### src/rtl/mvacc_pkg.sv
package mvacc_pkg;

  localparam int SRC_W = 5;
  localparam int EB_W  = 7;

  typedef enum logic [1:0] {
    ST_IDLE  = 2'd0,
    ST_ISSUE = 2'd1,
    ST_DONE  = 2'd2
  } seq_state_e;

  function automatic logic [EB_W-1:0] f_elem_bits(input logic half, input logic size);
    if (half) return EB_W'(16);
    return size ? EB_W'(64) : EB_W'(32);
  endfunction

  function automatic logic [3:0] f_elem_log2(input logic half, input logic size);
    if (half) return 4'd4;
    return size ? 4'd6 : 4'd5;
  endfunction

  function automatic logic [SRC_W-1:0] f_first_src(input logic [3:0] zm, input logic quad);
    return quad ? {zm[2:0], 2'b00} : {zm, 1'b0};
  endfunction

  function automatic logic [SRC_W-1:0] f_base_reg(input logic [1:0] sel);
    return {3'b010, sel};
  endfunction

  function automatic logic f_undef(input logic half, input logic size,
                                   input logic en_mv, input logic en_64,
                                   input logic en_16, input logic en_16b);
    if (half) return !(en_16 || en_16b);
    return !en_mv || (size && !en_64);
  endfunction

endpackage

### src/rtl/mvacc_decode.sv
module mvacc_decode
  import mvacc_pkg::*;
#(
  parameter int MIN_VL_LOG2 = 7,
  parameter int MAX_VL_LOG2 = 11,
  parameter int BASE_W      = 32,
  parameter int ROW_W       = MAX_VL_LOG2 - 3,
  parameter int ECNT_W      = MAX_VL_LOG2 - 3
) (
  input  logic              half,
  input  logic              size,
  input  logic [1:0]        sel,
  input  logic [BASE_W-1:0] base,
  input  logic [2:0]        off,
  input  logic [3:0]        zm,
  input  logic              quad,
  input  logic [3:0]        vl_log2,
  input  logic              en_mv,
  input  logic              en_64,
  input  logic              en_16,
  input  logic              en_16b,
  output logic              undef,
  output logic [EB_W-1:0]   ebits,
  output logic [ECNT_W-1:0] ecnt,
  output logic [SRC_W-1:0]  first_src,
  output logic [SRC_W-1:0]  base_num,
  output logic [3:0]        stride_log2,
  output logic [ROW_W-1:0]  start_row,
  output logic              vl_ok
);

  logic [BASE_W-1:0] sum_full;
  logic [BASE_W-1:0] stride_mask;

  always_comb begin
    undef       = f_undef(half, size, en_mv, en_64, en_16, en_16b);
    ebits       = f_elem_bits(half, size);
    ecnt        = ECNT_W'(1) << (vl_log2 - f_elem_log2(half, size));
    first_src   = f_first_src(zm, quad);
    base_num    = f_base_reg(sel);
    // rows = 2^(vl-3); stride = rows / (2 or 4)
    stride_log2 = vl_log2 - 4'd3 - (quad ? 4'd2 : 4'd1);
    sum_full    = base + BASE_W'(off);
    stride_mask = (BASE_W'(1) << stride_log2) - BASE_W'(1);
    start_row   = ROW_W'(sum_full & stride_mask);
    vl_ok       = (vl_log2 >= 4'(MIN_VL_LOG2)) && (vl_log2 <= 4'(MAX_VL_LOG2));
  end

endmodule

### src/rtl/mvacc_seq_ctrl.sv
module mvacc_seq_ctrl
  import mvacc_pkg::*;
#(
  parameter int ROW_W  = 8,
  parameter int ECNT_W = 8
) (
  input  logic              clk,
  input  logic              rst_n,
  input  logic              req_valid,
  input  logic              d_undef,
  input  logic [EB_W-1:0]   d_ebits,
  input  logic [ECNT_W-1:0] d_ecnt,
  input  logic [SRC_W-1:0]  d_first,
  input  logic [SRC_W-1:0]  d_base_num,
  input  logic [3:0]        d_stride_log2,
  input  logic [ROW_W-1:0]  d_start_row,
  input  logic              d_quad,
  input  logic              d_vl_ok,
  output logic              pair_valid,
  output logic [ROW_W-1:0]  pair_row,
  output logic [SRC_W-1:0]  pair_src,
  output logic [EB_W-1:0]   elem_bits,
  output logic [ECNT_W-1:0] elem_count,
  output logic [SRC_W-1:0]  base_reg,
  output logic              seq_done,
  output logic              enc_undef
);

  seq_state_e        state;
  logic [1:0]        idx;
  logic [ROW_W-1:0]  row_q;
  logic [SRC_W-1:0]  first_q;
  logic [3:0]        stride_q;
  logic              quad_q;
  logic              undef_q;
  logic [EB_W-1:0]   eb_q;
  logic [ECNT_W-1:0] ec_q;
  logic [SRC_W-1:0]  br_q;

  // named events for the assertions
  logic             accept;
  logic             last_pair;
  logic [ROW_W-1:0] stride_val;

  assign accept     = req_valid && (state == ST_IDLE);
  assign last_pair  = (state == ST_ISSUE) && (idx == (quad_q ? 2'd3 : 2'd1));
  assign stride_val = ROW_W'(1) << stride_q;

  always_ff @(posedge clk) begin
    if (!rst_n) begin
      state    <= ST_IDLE;
      idx      <= '0;
      row_q    <= '0;
      first_q  <= '0;
      stride_q <= '0;
      quad_q   <= 1'b0;
      undef_q  <= 1'b0;
      eb_q     <= '0;
      ec_q     <= '0;
      br_q     <= '0;
    end else begin
      case (state)
        ST_IDLE: begin
          if (accept) begin
            idx      <= '0;
            row_q    <= d_start_row;
            first_q  <= d_first;
            stride_q <= d_stride_log2;
            quad_q   <= d_quad;
            undef_q  <= d_undef;
            eb_q     <= d_ebits;
            ec_q     <= d_ecnt;
            br_q     <= d_base_num;
            state    <= d_undef ? ST_DONE : ST_ISSUE;
          end
        end
        ST_ISSUE: begin
          if (last_pair) begin
            state <= ST_DONE;
          end else begin
            idx   <= idx + 2'd1;
            row_q <= row_q + stride_val;
          end
        end
        default: state <= ST_IDLE;
      endcase
    end
  end

  assign pair_valid = (state == ST_ISSUE);
  assign pair_row   = row_q;
  assign pair_src   = first_q + SRC_W'(idx);
  assign elem_bits  = eb_q;
  assign elem_count = ec_q;
  assign base_reg   = br_q;
  assign seq_done   = (state == ST_DONE);
  assign enc_undef  = seq_done && undef_q;

  // accepted requests carry a supported vector length
  a_r1_vl_legal: assert property (@(posedge clk) disable iff (!rst_n)
    accept |-> d_vl_ok);

  // an idle gap always follows completion
  a_r1_idle_gap: assert property (@(posedge clk) disable iff (!rst_n)
    seq_done |=> !pair_valid && !seq_done);

  // first register of a burst is aligned to the group size
  a_r5_src_align: assert property (@(posedge clk) disable iff (!rst_n)
    pair_valid && !$past(pair_valid) |-> (pair_src[0] == 1'b0) && (!quad_q || pair_src[1:0] == 2'b00));

  // a row divided by the stride gives the member index
  a_r6_row_slice: assert property (@(posedge clk) disable iff (!rst_n)
    pair_valid |-> (pair_row >> stride_q) == ROW_W'(idx));

  // consecutive pairs step by one stride
  a_r7_row_step: assert property (@(posedge clk) disable iff (!rst_n)
    pair_valid && $past(pair_valid) |-> (pair_row - $past(pair_row)) == stride_val);

  // done follows the last pair and lasts one cycle
  a_r8_done_after_last: assert property (@(posedge clk) disable iff (!rst_n)
    last_pair |=> seq_done && !enc_undef);

  a_r8_done_pulse: assert property (@(posedge clk) disable iff (!rst_n)
    seq_done |=> !seq_done);

  // undefined request finishes at once with no pairs
  a_r11_undef_fast: assert property (@(posedge clk) disable iff (!rst_n)
    accept && d_undef |=> seq_done && enc_undef && !pair_valid);

endmodule

### src/rtl/mvacc_row_seq.sv
module mvacc_row_seq
  import mvacc_pkg::*;
#(
  parameter int MIN_VL_LOG2 = 7,
  parameter int MAX_VL_LOG2 = 11,
  parameter int BASE_W      = 32,
  localparam int ROW_W      = MAX_VL_LOG2 - 3,
  localparam int ECNT_W     = MAX_VL_LOG2 - 3
) (
  input  logic              clk,
  input  logic              rst_n,
  input  logic              req_valid,
  input  logic              req_half,
  input  logic              req_size,
  input  logic [1:0]        req_sel,
  input  logic [BASE_W-1:0] req_base,
  input  logic [2:0]        req_off,
  input  logic [3:0]        req_zm,
  input  logic              req_quad,
  input  logic [3:0]        req_vl_log2,
  input  logic              en_multivec,
  input  logic              en_fp64,
  input  logic              en_fp16,
  input  logic              en_fp16_alt,
  output logic              pair_valid,
  output logic [ROW_W-1:0]  pair_row,
  output logic [SRC_W-1:0]  pair_src,
  output logic [EB_W-1:0]   elem_bits,
  output logic [ECNT_W-1:0] elem_count,
  output logic [SRC_W-1:0]  base_reg,
  output logic              seq_done,
  output logic              enc_undef
);

  logic              d_undef;
  logic [EB_W-1:0]   d_ebits;
  logic [ECNT_W-1:0] d_ecnt;
  logic [SRC_W-1:0]  d_first;
  logic [SRC_W-1:0]  d_base_num;
  logic [3:0]        d_stride_log2;
  logic [ROW_W-1:0]  d_start_row;
  logic              d_vl_ok;

  mvacc_decode #(
    .MIN_VL_LOG2 (MIN_VL_LOG2),
    .MAX_VL_LOG2 (MAX_VL_LOG2),
    .BASE_W      (BASE_W),
    .ROW_W       (ROW_W),
    .ECNT_W      (ECNT_W)
  ) u_decode (
    .half        (req_half),
    .size        (req_size),
    .sel         (req_sel),
    .base        (req_base),
    .off         (req_off),
    .zm          (req_zm),
    .quad        (req_quad),
    .vl_log2     (req_vl_log2),
    .en_mv       (en_multivec),
    .en_64       (en_fp64),
    .en_16       (en_fp16),
    .en_16b      (en_fp16_alt),
    .undef       (d_undef),
    .ebits       (d_ebits),
    .ecnt        (d_ecnt),
    .first_src   (d_first),
    .base_num    (d_base_num),
    .stride_log2 (d_stride_log2),
    .start_row   (d_start_row),
    .vl_ok       (d_vl_ok)
  );

  mvacc_seq_ctrl #(
    .ROW_W  (ROW_W),
    .ECNT_W (ECNT_W)
  ) u_ctrl (
    .clk           (clk),
    .rst_n         (rst_n),
    .req_valid     (req_valid),
    .d_undef       (d_undef),
    .d_ebits       (d_ebits),
    .d_ecnt        (d_ecnt),
    .d_first       (d_first),
    .d_base_num    (d_base_num),
    .d_stride_log2 (d_stride_log2),
    .d_start_row   (d_start_row),
    .d_quad        (req_quad),
    .d_vl_ok       (d_vl_ok),
    .pair_valid    (pair_valid),
    .pair_row      (pair_row),
    .pair_src      (pair_src),
    .elem_bits     (elem_bits),
    .elem_count    (elem_count),
    .base_reg      (base_reg),
    .seq_done      (seq_done),
    .enc_undef     (enc_undef)
  );

  // nothing is reported while reset is held
  a_r12_reset_quiet: assert property (@(posedge clk)
    !rst_n |=> !pair_valid && !seq_done && !enc_undef);

endmodule

### config.mk
export PLATFORM = sky130hd
export DESIGN_NAME = mvacc_row_seq
export DESIGN_NICKNAME = d
export VERILOG_FILES = /design/src/rtl/mvacc_pkg.sv /design/src/rtl/mvacc_decode.sv /design/src/rtl/mvacc_seq_ctrl.sv /design/src/rtl/mvacc_row_seq.sv
export SDC_FILE = /design/constraint.sdc
export NUM_CORES = 1
export LEC_CHECK = 0
export ABC_AREA = 1
export BUFFER_PORTS_ARGS = -buffer_cell sky130_fd_sc_hd__buf_4
export CAP_MARGIN = 10
export CORE_UTILIZATION = 40
export DETAILED_ROUTE_END_ITERATION = 10
export PLACE_DENSITY = 0.66
export SLEW_MARGIN = 10
export SYNTH_ARGS = -nofsm -noshare
export SYNTH_HDL_FRONTEND = slang
export SYNTH_SLANG_ARGS = --single-unit
### constraint.sdc
create_clock -name clk -period 3.9 [get_ports clk]
set_input_delay 0.585 -clock clk [delete_from_list [all_inputs] [get_ports clk]]
set_output_delay 0.585 -clock clk [all_outputs]
set_load 0.005 [all_outputs]
# ---- Word-level counts from Yosys, hierarchy flattened
# Cells that the tools add are included.
dict set report word_totals {
  input_bits 55
  reg_bits 41
  word_cells 64
}
dict set report op_classes {
  n_reduce_logical 14
  n_shift 3
  n_eq_ne 6
  bitwise 1
  n_addsub 8
  n_mux 22
}
# cell n
set ops {}
lappend ops {{<< shifter 1 x 4 -> 8 bit, first input constant} 3}
lappend ops {{2-to-1 mux 7 bit} 3}
lappend ops {{2-to-1 mux 2 bit} 8}
lappend ops {{2-to-1 mux 8 bit} 2}
lappend ops {{one-hot mux 8 bit (2 select lines)} 1}
lappend ops {{adder 8 x 3 -> 8 bit} 1}
lappend ops {{adder 8 bit} 1}
lappend ops {{bitwise AND 8 bit} 1}
lappend ops {{2-to-1 mux 4 bit} 2}
lappend ops {{one-hot mux 2 bit (2 select lines)} 2}
lappend ops {{subtractor 4 bit} 2}
lappend ops {{subtractor 8 x 2 -> 8 bit, second input constant} 1}
lappend ops {{adder 5 x 2 -> 5 bit} 1}
lappend ops {{2-to-1 mux 5 bit} 1}
lappend ops {{logical AND 1 bit} 4}
lappend ops {{inequality test 2 x 1 -> 1 bit, second input constant} 2}
lappend ops {{AND reduction 2 bit} 2}
lappend ops {{subtractor 4 x 2 -> 4 bit, second input constant} 1}
lappend ops {{zero test 1 bit} 3}
lappend ops {{2-to-1 mux 1 bit} 3}
lappend ops {{AND reduction 3 bit} 1}
lappend ops {{adder 2 x 1 -> 2 bit, second input constant} 1}
lappend ops {{== test 2 x 1 -> 1 bit, second input constant} 1}
lappend ops {{== test 2 bit} 1}
lappend ops {{5 further kinds} 6}

# ---- Logic depth before layout (Yosys ltp)
# Gate-level depths: netlist of run 1.
dict set report depth {
  depth_word 7
  mapped_depth 19
}

# ---- Modules after synthesis
# From an unflattened synthesis of run 1, not the netlist that was laid out.
dict set report unflattened {
  cells_unflattened 438
  area_unflattened_um2 2936.6
}
# mod cells_per_inst area_per_inst_um2 n_inst
set by_module_without_submodules {}
lappend by_module_without_submodules {mvacc_seq_ctrl 303 2155.8 1}
lappend by_module_without_submodules {mvacc_decode 135 780.7 1}

# ---- Least setup slack after synthesis of run 1
# No wires, ideal clock.
dict set report synth_path {
  path_type {input -> register}
  start {input req_vl_log2[1]}
  end {register u_ctrl.row_q[6] (netlist: u_ctrl.pair_row[6])}
  stages 19
  arrival_time_ns 2.497
  setup_time_ns 0.109
  t_required_ns 3.791
  setup_slack_ns 1.294
  cell_sequence {inv_1 > ha_1 > inv_1 > ha_1 > inv_1 > fa_1 > inv_1 > nand2_1 > nand2_1 > nand2_1 > inv_2 > nand3_1 > ha_1 > nand3_1 > nand2_1 > nand3_1 > nand3_2 > nand2_1 > inv_1}
}
dict set report synth_via {
  elab_chain_cells 7
}
# element line
set synth_rtl {}
lappend synth_rtl {{from (decl)} mvacc_row_seq.sv:20} ;# input logic [3:0] req_vl_log2,
lappend synth_rtl {{subtractor 4 x 2 -> 4 bit} mvacc_decode.sv:42} ;# stride_log2 = vl_log2 - 4'd3 - (quad ? 4'd2 : 4'd1);
lappend synth_rtl {{subtractor 4 bit} mvacc_decode.sv:42}
lappend synth_rtl {{<< shifter 1 x 4 -> 8 bit} mvacc_decode.sv:44} ;# stride_mask = (BASE_W'(1) << stride_log2) - BASE_W'(1);
lappend synth_rtl {{subtractor 8 x 2 -> 8 bit} mvacc_decode.sv:44}
lappend synth_rtl {{bitwise AND 8 bit} mvacc_decode.sv:45} ;# start_row = ROW_W'(sum_full & stride_mask);
lappend synth_rtl {{2-to-1 mux 8 bit} mvacc_seq_ctrl.sv:64} ;# if (accept) begin
lappend synth_rtl {{one-hot mux 8 bit (2 select lines)} mvacc_seq_ctrl.sv:62} ;# case (state)
lappend synth_rtl {{to (signal assigned)} mvacc_seq_ctrl.sv:66} ;# row_q <= d_start_row;
lappend synth_rtl {{to (signal assigned)} mvacc_seq_ctrl.sv:82} ;# row_q <= row_q + stride_val;
lappend synth_rtl {{to (decl)} mvacc_seq_ctrl.sv:31} ;# logic [ROW_W-1:0] row_q;
# No other way between the ends. The select of a mux whose other input is x is not followed.
# A chain may end at the register's enable or synchronous reset.

# ---- Worst setup path in the final report of run 1
dict set report layout_path {
  start {input req_quad}
  end {register u_ctrl.row_q[6] (netlist: u_ctrl.pair_row[6])}
}
dict set report layout_via {
  elab_chain_cells 7
}
# element line
set layout_rtl {}
lappend layout_rtl {{from (decl)} mvacc_row_seq.sv:19} ;# input logic req_quad,
lappend layout_rtl {{2-to-1 mux 2 bit} mvacc_decode.sv:42}
lappend layout_rtl {{subtractor 4 bit} mvacc_decode.sv:42}
lappend layout_rtl {{<< shifter 1 x 4 -> 8 bit} mvacc_decode.sv:44}
lappend layout_rtl {{subtractor 8 x 2 -> 8 bit} mvacc_decode.sv:44}
lappend layout_rtl {{bitwise AND 8 bit} mvacc_decode.sv:45}
lappend layout_rtl {{2-to-1 mux 8 bit} mvacc_seq_ctrl.sv:64}
lappend layout_rtl {{one-hot mux 8 bit (2 select lines)} mvacc_seq_ctrl.sv:62}
# No other way between the ends. The select of a mux whose other input is x is not followed.

==> results.ini, run 1 <==
[layout]
postLayoutCellArea_um2=3150
finalNonFillerCells=508
mostFrequentLayoutCells=nand2_1, buf_4, inv_1
layout_commonest_cell=nand2_1
nNetsFinal=509
drive_above_1_share_pct=22.6
n_antenna_cell=0
area_growth_pct=22.1

[place]
dpl_worst_slack_ps=849
place_inst=500
placement.io_buffers=60
gp_congestion=0.801
hpwl_um=4550
dpl_cell_area_um2=3040

[synthesis]
syn_area_um2=2580
syn_avg_cell_area_um2=6.88
synthCells=375
synth_seq_cells=36
ys_seq_area_share_pct=27.9
synth_cell_types=41
yosysWarnings=0

[cts]
cts-hold-fix-buffers=0
h-tree-depth=2
post_cts_buffers=0
numCtsBuffers=5
cts-root-buf=clkbuf_8
cts_tree=built
cts.reportedPaths.clkPinSlew_ps=80
cts_buffer_depth=2
clock_sinks=36
cts_resized=0
insertion_delay_ps=290

[global_route]
grt_pass1_wl_um=9650
grt_usage_pct=18.4
grt_max_degree=25
grt_pass1_vias=2250
grt-ovfl-total=0
antenna_found_initial=0

[worst_setup_path]
reg2reg_from=u_ctrl.stride_q[1]
cp.arrival_ps=2950
critPathKind=in -> reg
cp-end-kind=flip-flop
crit_path_start_kind=primary input
cp_max_fo=7
cp.required_ps=4100
crit_start=req_quad

[detailed_routing]
ant_nets=0
firstDrtPassIters=4
first_iter_violations=113
vias=2487
wl_per_cell_um=11.3
viasPerCell=4.90
drc_errors=0
routed_wl_um=5760

[pwr]
ir_drop_mv=0.172
power.leakage_nw=1.62
power.density_nw_per_um2=362
p_total_w=0.00114

[status]
status=complete, no violations

[hold_path]
hold_start=u_ctrl.elem_count[3]
hp-class=reg -> reg

[job]
cap_viol_max_count=0

[floorplanning]
fp.coreArea_um2=6060
die_w_um=82.3
dieArea_um2=6770
initial_core_util_pct=42.5
die_h_um=82.3
io_pins=91
rows=28

[timing]
finalMaxSlewViolations=0
tns_ps=0
skew_ps=9.23
timing.fmax_ghz=0.363
period_minus_slack_ps=2760
fin_crit_sh_pct=70.7
hold_viol=0
rsz0062_at_grt=no
worst_slack_ps=1140
setup_viol=0

[layout make-up]
type,instances,area (um2)
Fill cell,642,2910
Multi-Input combinational cell,271,1550
Sequential cell,36,721
Timing Repair Buffer,60,450
Inverter,58,224
Tap cell,75,93.8
Clock buffer,5,68.8
Clock inverter,3,42.5
[metal layers]
metal | track usage (%) | up-vias | wire (um)
met3 | 2.42 | 5 | 194
met5 | 0 | - | 0
li1 | - | 1320 | -
met1 | 23.6 | 1117 | 2730
met2 | 31.6 | 45 | 2770
met4 | 6.49 | 0 | 61
[where the power goes]
part	internal, W	total, W	switching, W
Clock	0.000189	0.000327	0.000138
Combinational	0.000159	0.000376	0.000217
Sequential	0.000405	0.000438	0.0000326
Total	0.000754	0.00114	0.000387
[cell usage after synthesis, drive strengths merged]
master | count | area share [%]
a21oi | 26 | 5.5
or2 | 1 | 0.24
nor3 | 5 | 1.2
nand2 | 78 | 12
xnor2 | 3 | 1.0
o21bai | 2 | 0.58
a31oi | 3 | 0.73
a211oi | 1 | 0.29
xor2 | 4 | 1.4
clkbuf | 3 | 0.44
o211ai | 3 | 0.87
clkinv | 1 | 0.19
o21ai | 29 | 6.4
a21boi | 1 | 0.29
nor2 | 48 | 8.4
dfxtp | 36 | 28
a32o | 1 | 0.39
inv | 57 | 8.5
ha | 18 | 8.7
buf | 12 | 3.6
fa | 4 | 3.1
conb | 1 | 0.15
o31ai | 1 | 0.29
and3 | 1 | 0.24
nand4 | 8 | 1.9
nor4 | 1 | 0.24
nand3 | 27 | 5.6
[worst max-delay path, stage by stage]
cell and delay (ps):
buf_4 140, ha_1 290, inv_1 60, ha_1 140, inv_1 50, fa_1 400
inv_1 90, nand2_1 50, nand2_1 130, nand2_1 130, inv_2 90, nand3_1 70
ha_1 270, nand3_1 110, nand2_1 50, nand3_1 110, nand3_2 80, nand2_1 60
inv_1 30
[path summary, 6_finish.rpt]
path,end,slack (ps),cells after the start
setup / recovery,u_ctrl.pair_row[6],1140,19
hold / removal,u_ctrl.elem_count[3],460,2
hold reg to reg,u_ctrl.elem_count[3],460,2
setup reg to reg,u_ctrl.pair_row[6],1810,13
[logic make-up after synthesis]
kind of cell    after synthesis  share of synthesized area [%]
flops                        36                           27.9
simple gates                169                           29.7
buf+inv                      73                           12.7
compound gates               67                           15.3
other cells                   1                          0.145
xor+xnor                      7                           2.38
fa+ha+maj                    22                           11.8
[per-stage QoR]
step	hold slack, ps	utilization [%]
CTS	462	52.0
global route	490	52.0
finish	458	52.0
global placement	445	50.1
floorplan	444	-
detailed placement	446	50.1
Note: power is estimated with default switching activity, not from simulation.
==> run 2, diff against run 1 <==
--- a/config.mk
+++ b/config.mk
@@ -10,7 +10,7 @@
 export CAP_MARGIN = 10
 export CORE_UTILIZATION = 40
 export DETAILED_ROUTE_END_ITERATION = 10
-export PLACE_DENSITY = 0.66
+export PLACE_DENSITY = 0.69
 export SLEW_MARGIN = 10
 export SYNTH_ARGS = -nofsm -noshare
 export SYNTH_HDL_FRONTEND = slang
==> constraint.sdc (replaced) <==
create_clock -name clk -period 2.3 [get_ports clk]
set_input_delay 0.345 -clock clk [delete_from_list [all_inputs] [get_ports clk]]
set_output_delay 0.345 -clock clk [all_outputs]
set_load 0.005 [all_outputs]
==> run 2 against run 1 <==
Net effect:
- core utilization rose by 1.6 points
- flip-flop and latch count stayed put
- highest routed layer unchanged
- wire length rose by 1.5%
- critical path type unchanged
- clock skew decreased by 4.0 ps
- hold slack got worse by 140 ps
- final cell count increased by 1.8%
- setup slack worse by 1000 ps
- combinational power rose by 79%
- sequential share of layout area fell by 0.69 points
- critical path depth is 4 lower
- first-iteration DRC count fell by 51%
==> results.ini, run 2 (synthesis results as in run 1) <==
[status]
status=complete, no violations

[cts]
numCtsBuffers=5
cts_buffer_depth=2
cts_tree=built
cts-hold-fix-buffers=0
cts-root-buf=clkbuf_8
h-tree-depth=2
cts.reportedPaths.clkPinSlew_ps=80
post_cts_buffers=0
insertion_delay_ps=280
clock_sinks=36
cts_resized=0

[timing]
finalMaxSlewViolations=0
tns_ps=0
hold_viol=0
timing.fmax_ghz=0.462
setup_viol=0
rsz0062_at_grt=no
period_minus_slack_ps=2160
skew_ps=5.23
fin_crit_sh_pct=94.1

[floorplanning]
initial_core_util_pct=42.5
die_h_um=82.3
die_w_um=82.3
io_pins=91
fp.coreArea_um2=6060
dieArea_um2=6770
rows=28

[place]
hpwl_um=4630
place_inst=509
placement.io_buffers=60
gp_congestion=0.844
dpl_cell_area_um2=3110

[global_route]
grt_pass1_wl_um=9410
met2_usage_pct=31.2
grt_max_degree=25
grt-ovfl-total=0
antenna_found_initial=0
grt_pass1_vias=2177
grt-busiest-layer=met2
grt_use_met3_pct=2.42
gr-usage-met1_pct=23.1
grt_usage_pct=18.2

[layout]
finalNonFillerCells=517
nNetsFinal=518
drive_above_1_share_pct=25.8
fin_util_pct=53.6
layout_commonest_cell=nand2_1
area_growth_pct=25.9
postLayoutCellArea_um2=3250
n_antenna_cell=0
fillCellCount=622
mostFrequentLayoutCells=nand2_1, buf_4, inv_1

[pwr]
power.density_nw_per_um2=605
seqPwrFrac_pct=37.7
combPwrFrac_pct=34.2
intPower_w=0.00130
p_total_w=0.00196
swShare_pct=33.8
p_clk_share_pct=28.1
p_sw_w=0.000664
ir_drop_mv=0.336
power.leakage_nw=1.66

[worst_setup_path]
cp-end-kind=flip-flop
worst-path-buf-inv=6
cp.arrival_ps=2350
critPathKind=in -> reg
cpPeakStageDelay_ps=430
cpLargestDelayFamily=adder cells
crit_slowest_cell=fa_2
path_cells=buf_4, ha_1, inv_1, ha_1, inv_1, fa_2, buf_4, inv_1, nand3_1, nor2_1, nand4_1, nand3_2, nand3_2, nand2_1, inv_1
cp.required_ps=2490
cp_max_fo=5
path_common_cell=inv_1
crit_path_start_kind=primary input

[detailed_routing]
firstDrtPassIters=4
ant_nets=0
first_iter_violations=55
viasPerCell=4.92
vias=2545
wl_per_cell_um=11.3
routed_wl_um=5840
drc_errors=0

[job]
cap_viol_max_count=0

[hold_path]
hp-class=in -> reg

run 2: changes by cell type in the layout (fill, tap and decap cells not counted), sizes merged:
cell / delta
buf: +9
run 2: metal layers:
metal | part of all wire, % | wire (um)
met1 | 47 | 2770
met2 | 48 | 2810
met3 | 3.2 | 188
met4 | 1.3 | 74
met5 | 0 | 0
run 2: through the flow:
step,setup slack [ps],hold slack (ps)
3_5_place_dp,-227,447
4_1_cts,81.2,309
2_1_floorplan,14.0,444
5_1_grt,1.42,312
3_3_place_gp,-181,441
6_report,136,316
run 2: power by group through the flow:
| stage | Combinational (W) | Clock [W] | Sequential, W |
|---|---|---|---|
| 2_1_floorplan | 0.000451 | 0 | 0.000749 |
| 3_3_place_gp | 0.000649 | 0 | 0.000755 |
| 3_5_place_dp | 0.000661 | 0 | 0.000755 |
| 4_1_cts | 0.000665 | 0.000569 | 0.000741 |
| 5_1_grt | 0.000762 | 0.000594 | 0.000751 |
| 6_report | 0.000672 | 0.000551 | 0.000741 |
run 2: worst paths after layout:
path	startpoint	endpoint	cells after the start	slack [ps]
max reg2reg	u_ctrl.stride_q[1]	u_ctrl.pair_row[6]	13	190
min reg2reg	u_ctrl.elem_count[7]	u_ctrl.elem_count[7]	2	450
min	req_zm[0]	u_ctrl.first_q[1]	2	320
max	req_quad	u_ctrl.pair_row[6]	15	140
run 2: final cells by class:
class                           count  area (um2)  area share (%)
Multi-Input combinational cell    271        1580            48.6
Sequential cell                    36         721            22.2
Timing Repair Buffer               69         518            16.0
Inverter                           58         224            6.90
Tap cell                           75        93.8            2.89
Clock buffer                        5        68.8            2.12
Clock inverter                      3        42.5            1.31
==> run 3, diff against run 2 <==
--- a/config.mk
+++ b/config.mk
@@ -8,9 +8,8 @@
 export ABC_AREA = 1
 export BUFFER_PORTS_ARGS = -buffer_cell sky130_fd_sc_hd__buf_4
 export CAP_MARGIN = 10
-export CORE_UTILIZATION = 40
+export CORE_UTILIZATION = 33
 export DETAILED_ROUTE_END_ITERATION = 10
-export PLACE_DENSITY = 0.69
 export SLEW_MARGIN = 10
 export SYNTH_ARGS = -nofsm -noshare
 export SYNTH_HDL_FRONTEND = slang
==> constraint.sdc (replaced) <==
create_clock -name clk -period 2.3 [get_ports clk]
set_input_delay 0.345 -clock clk [delete_from_list [all_inputs] [get_ports clk]]
set_output_delay 0.345 -clock clk [all_outputs]
set_load 0.02 [all_outputs]
==> run 3 against run 2 <==
Net effect:
- count of clock-buffer cells in the layout unchanged
- hold slack worse by 2.7 ps
- setup slack improved by 20 ps
- global-route usage decreased by 2.6 points
- core utilization fell by 9.2 points
- register-to-register slack improved by 20 ps
- power is 4.2% higher
- flip-flop and latch count stayed put
- critical endpoint unchanged
- highest routed layer unchanged
==> results.ini, run 3 (synthesis results as in run 1) <==
[worst_setup_path]
crit_slowest_cell=fa_2
r2r_slack_ps=210
cp.arrival_ps=2340
path_common_cell=inv_1
cpLargestDelayFamily=adder cells
cpPeakStageDelay_ps=350
path_cells=buf_4, ha_1, inv_1, ha_1, inv_1, fa_2, inv_1, nand2_1, nand2_2, nand2_2, inv_2, nand3_2, ha_4, nand3_1, nand2_1, nand3_1, nand3_2, nand2_1, inv_1
cp-end-kind=flip-flop
worst-path-buf-inv=6
critPathKind=in -> reg
cp_max_fo=6
cp.required_ps=2500
crit_path_start_kind=primary input

[place]
place_inst=535
gp_congestion=0.819
placement.io_buffers=60
hpwl_um=4880

[timing]
timing.fmax_ghz=0.467
rsz0062_at_grt=no
tns_ps=0
hold_viol=0
period_minus_slack_ps=2140
holdWs_ps=314
setup_viol=0
finalMaxSlewViolations=0
skew_ps=5.03
fin_crit_sh_pct=93.2

[pwr]
combPwrFrac_pct=36.4
intPower_w=0.00131
power.leakage_nw=1.67
seqPwrFrac_pct=36.2
swShare_pct=36.1
p_clk_share_pct=27.4
power.density_nw_per_um2=622
p_sw_w=0.000739
p_total_w=0.00205
ir_drop_mv=0.223

[cts]
insertion_delay_ps=290
cts-root-buf=clkbuf_8
cts_tree=built
numCtsBuffers=5
h-tree-depth=2
clock_sinks=36
post_cts_buffers=0
cts_buffer_depth=2
cts.reportedPaths.clkPinSlew_ps=80

[layout]
nNetsFinal=520
area_growth_pct=27.6
layout_commonest_cell=nand2_1
mostFrequentLayoutCells=nand2_1, buf_4, inv_1
finalNonFillerCells=543
drive_above_1_share_pct=25.9
n_antenna_cell=0
fin_util_pct=44.4

[floorplanning]
die_w_um=90.4
fp.coreArea_um2=7410
initial_core_util_pct=34.8
io_pins=91
dieArea_um2=8170
rows=31
die_h_um=90.4

[detailed_routing]
first_iter_violations=82
drc_errors=0
routed_wl_um=6090
vias=2500
viasPerCell=4.60
firstDrtPassIters=5
wl_per_cell_um=11.2
ant_nets=0

[job]
cap_viol_max_count=0

[global_route]
grt_usage_pct=15.6
grt_max_degree=25
antenna_found_initial=0
grt-ovfl-total=0
grt_pass1_wl_um=10500
grt_pass1_vias=2353

[status]
status=complete, no violations

[hold_path]
hp-class=in -> reg

[run 3: layout make-up]
class,instances,area [um2]
well taps,99,124
multi-input cells,271,1580
clock buffers,5,68.8
repair buffers,71,533
clock inverters,3,42.5
fillers,779,4120
inverters,58,224
flip-flops and latches,36,721
[run 3: power groups by stage]
stage | clock network [W] | registers [W] | logic [W]
after floorplan | 0 | 0.000792 | 0.000474
after global placement | 0 | 0.000756 | 0.000730
after detailed placement | 0 | 0.000757 | 0.000739
after CTS | 0.000575 | 0.000743 | 0.000743
after global routing | 0.000603 | 0.000752 | 0.000836
final | 0.000561 | 0.000742 | 0.000744
[run 3: metal layers]
layer	up-vias	GRT usage, %	routed length (um)
li1	1345	-	-
met1	1118	19.7	2980
met2	35	26.8	2920
met3	2	3.11	154
met4	0	4.44	41
met5	-	0	0
[run 3: repair_timing]
action / in CTS / in global routing
hold buffers: 0 / 0
endpoints found under the setup margin: 0 / 2
resized for setup: 0 / 5
[run 3: through the flow]
step                cell area (um2)  setup WS [ps]
floorplan                      2610           14.0
global placement               3160           -202
global route                   3290           19.2
finish                         3290            156
CTS                            3270           60.0
detailed placement             3160           -236
[run 3: worst paths after layout]
| check | end | cells past startpoint | start |
|---|---|---|---|
| worst min-delay path | u_ctrl.first_q[1] | 2 | req_zm[0] |
| worst max-delay path | u_ctrl.pair_row[6] | 19 | req_quad |
| worst min register to register | u_ctrl.elem_count[3] | 2 | u_ctrl.elem_count[3] |
| worst max register to register | u_ctrl.pair_row[6] | 13 | u_ctrl.stride_q[0] |
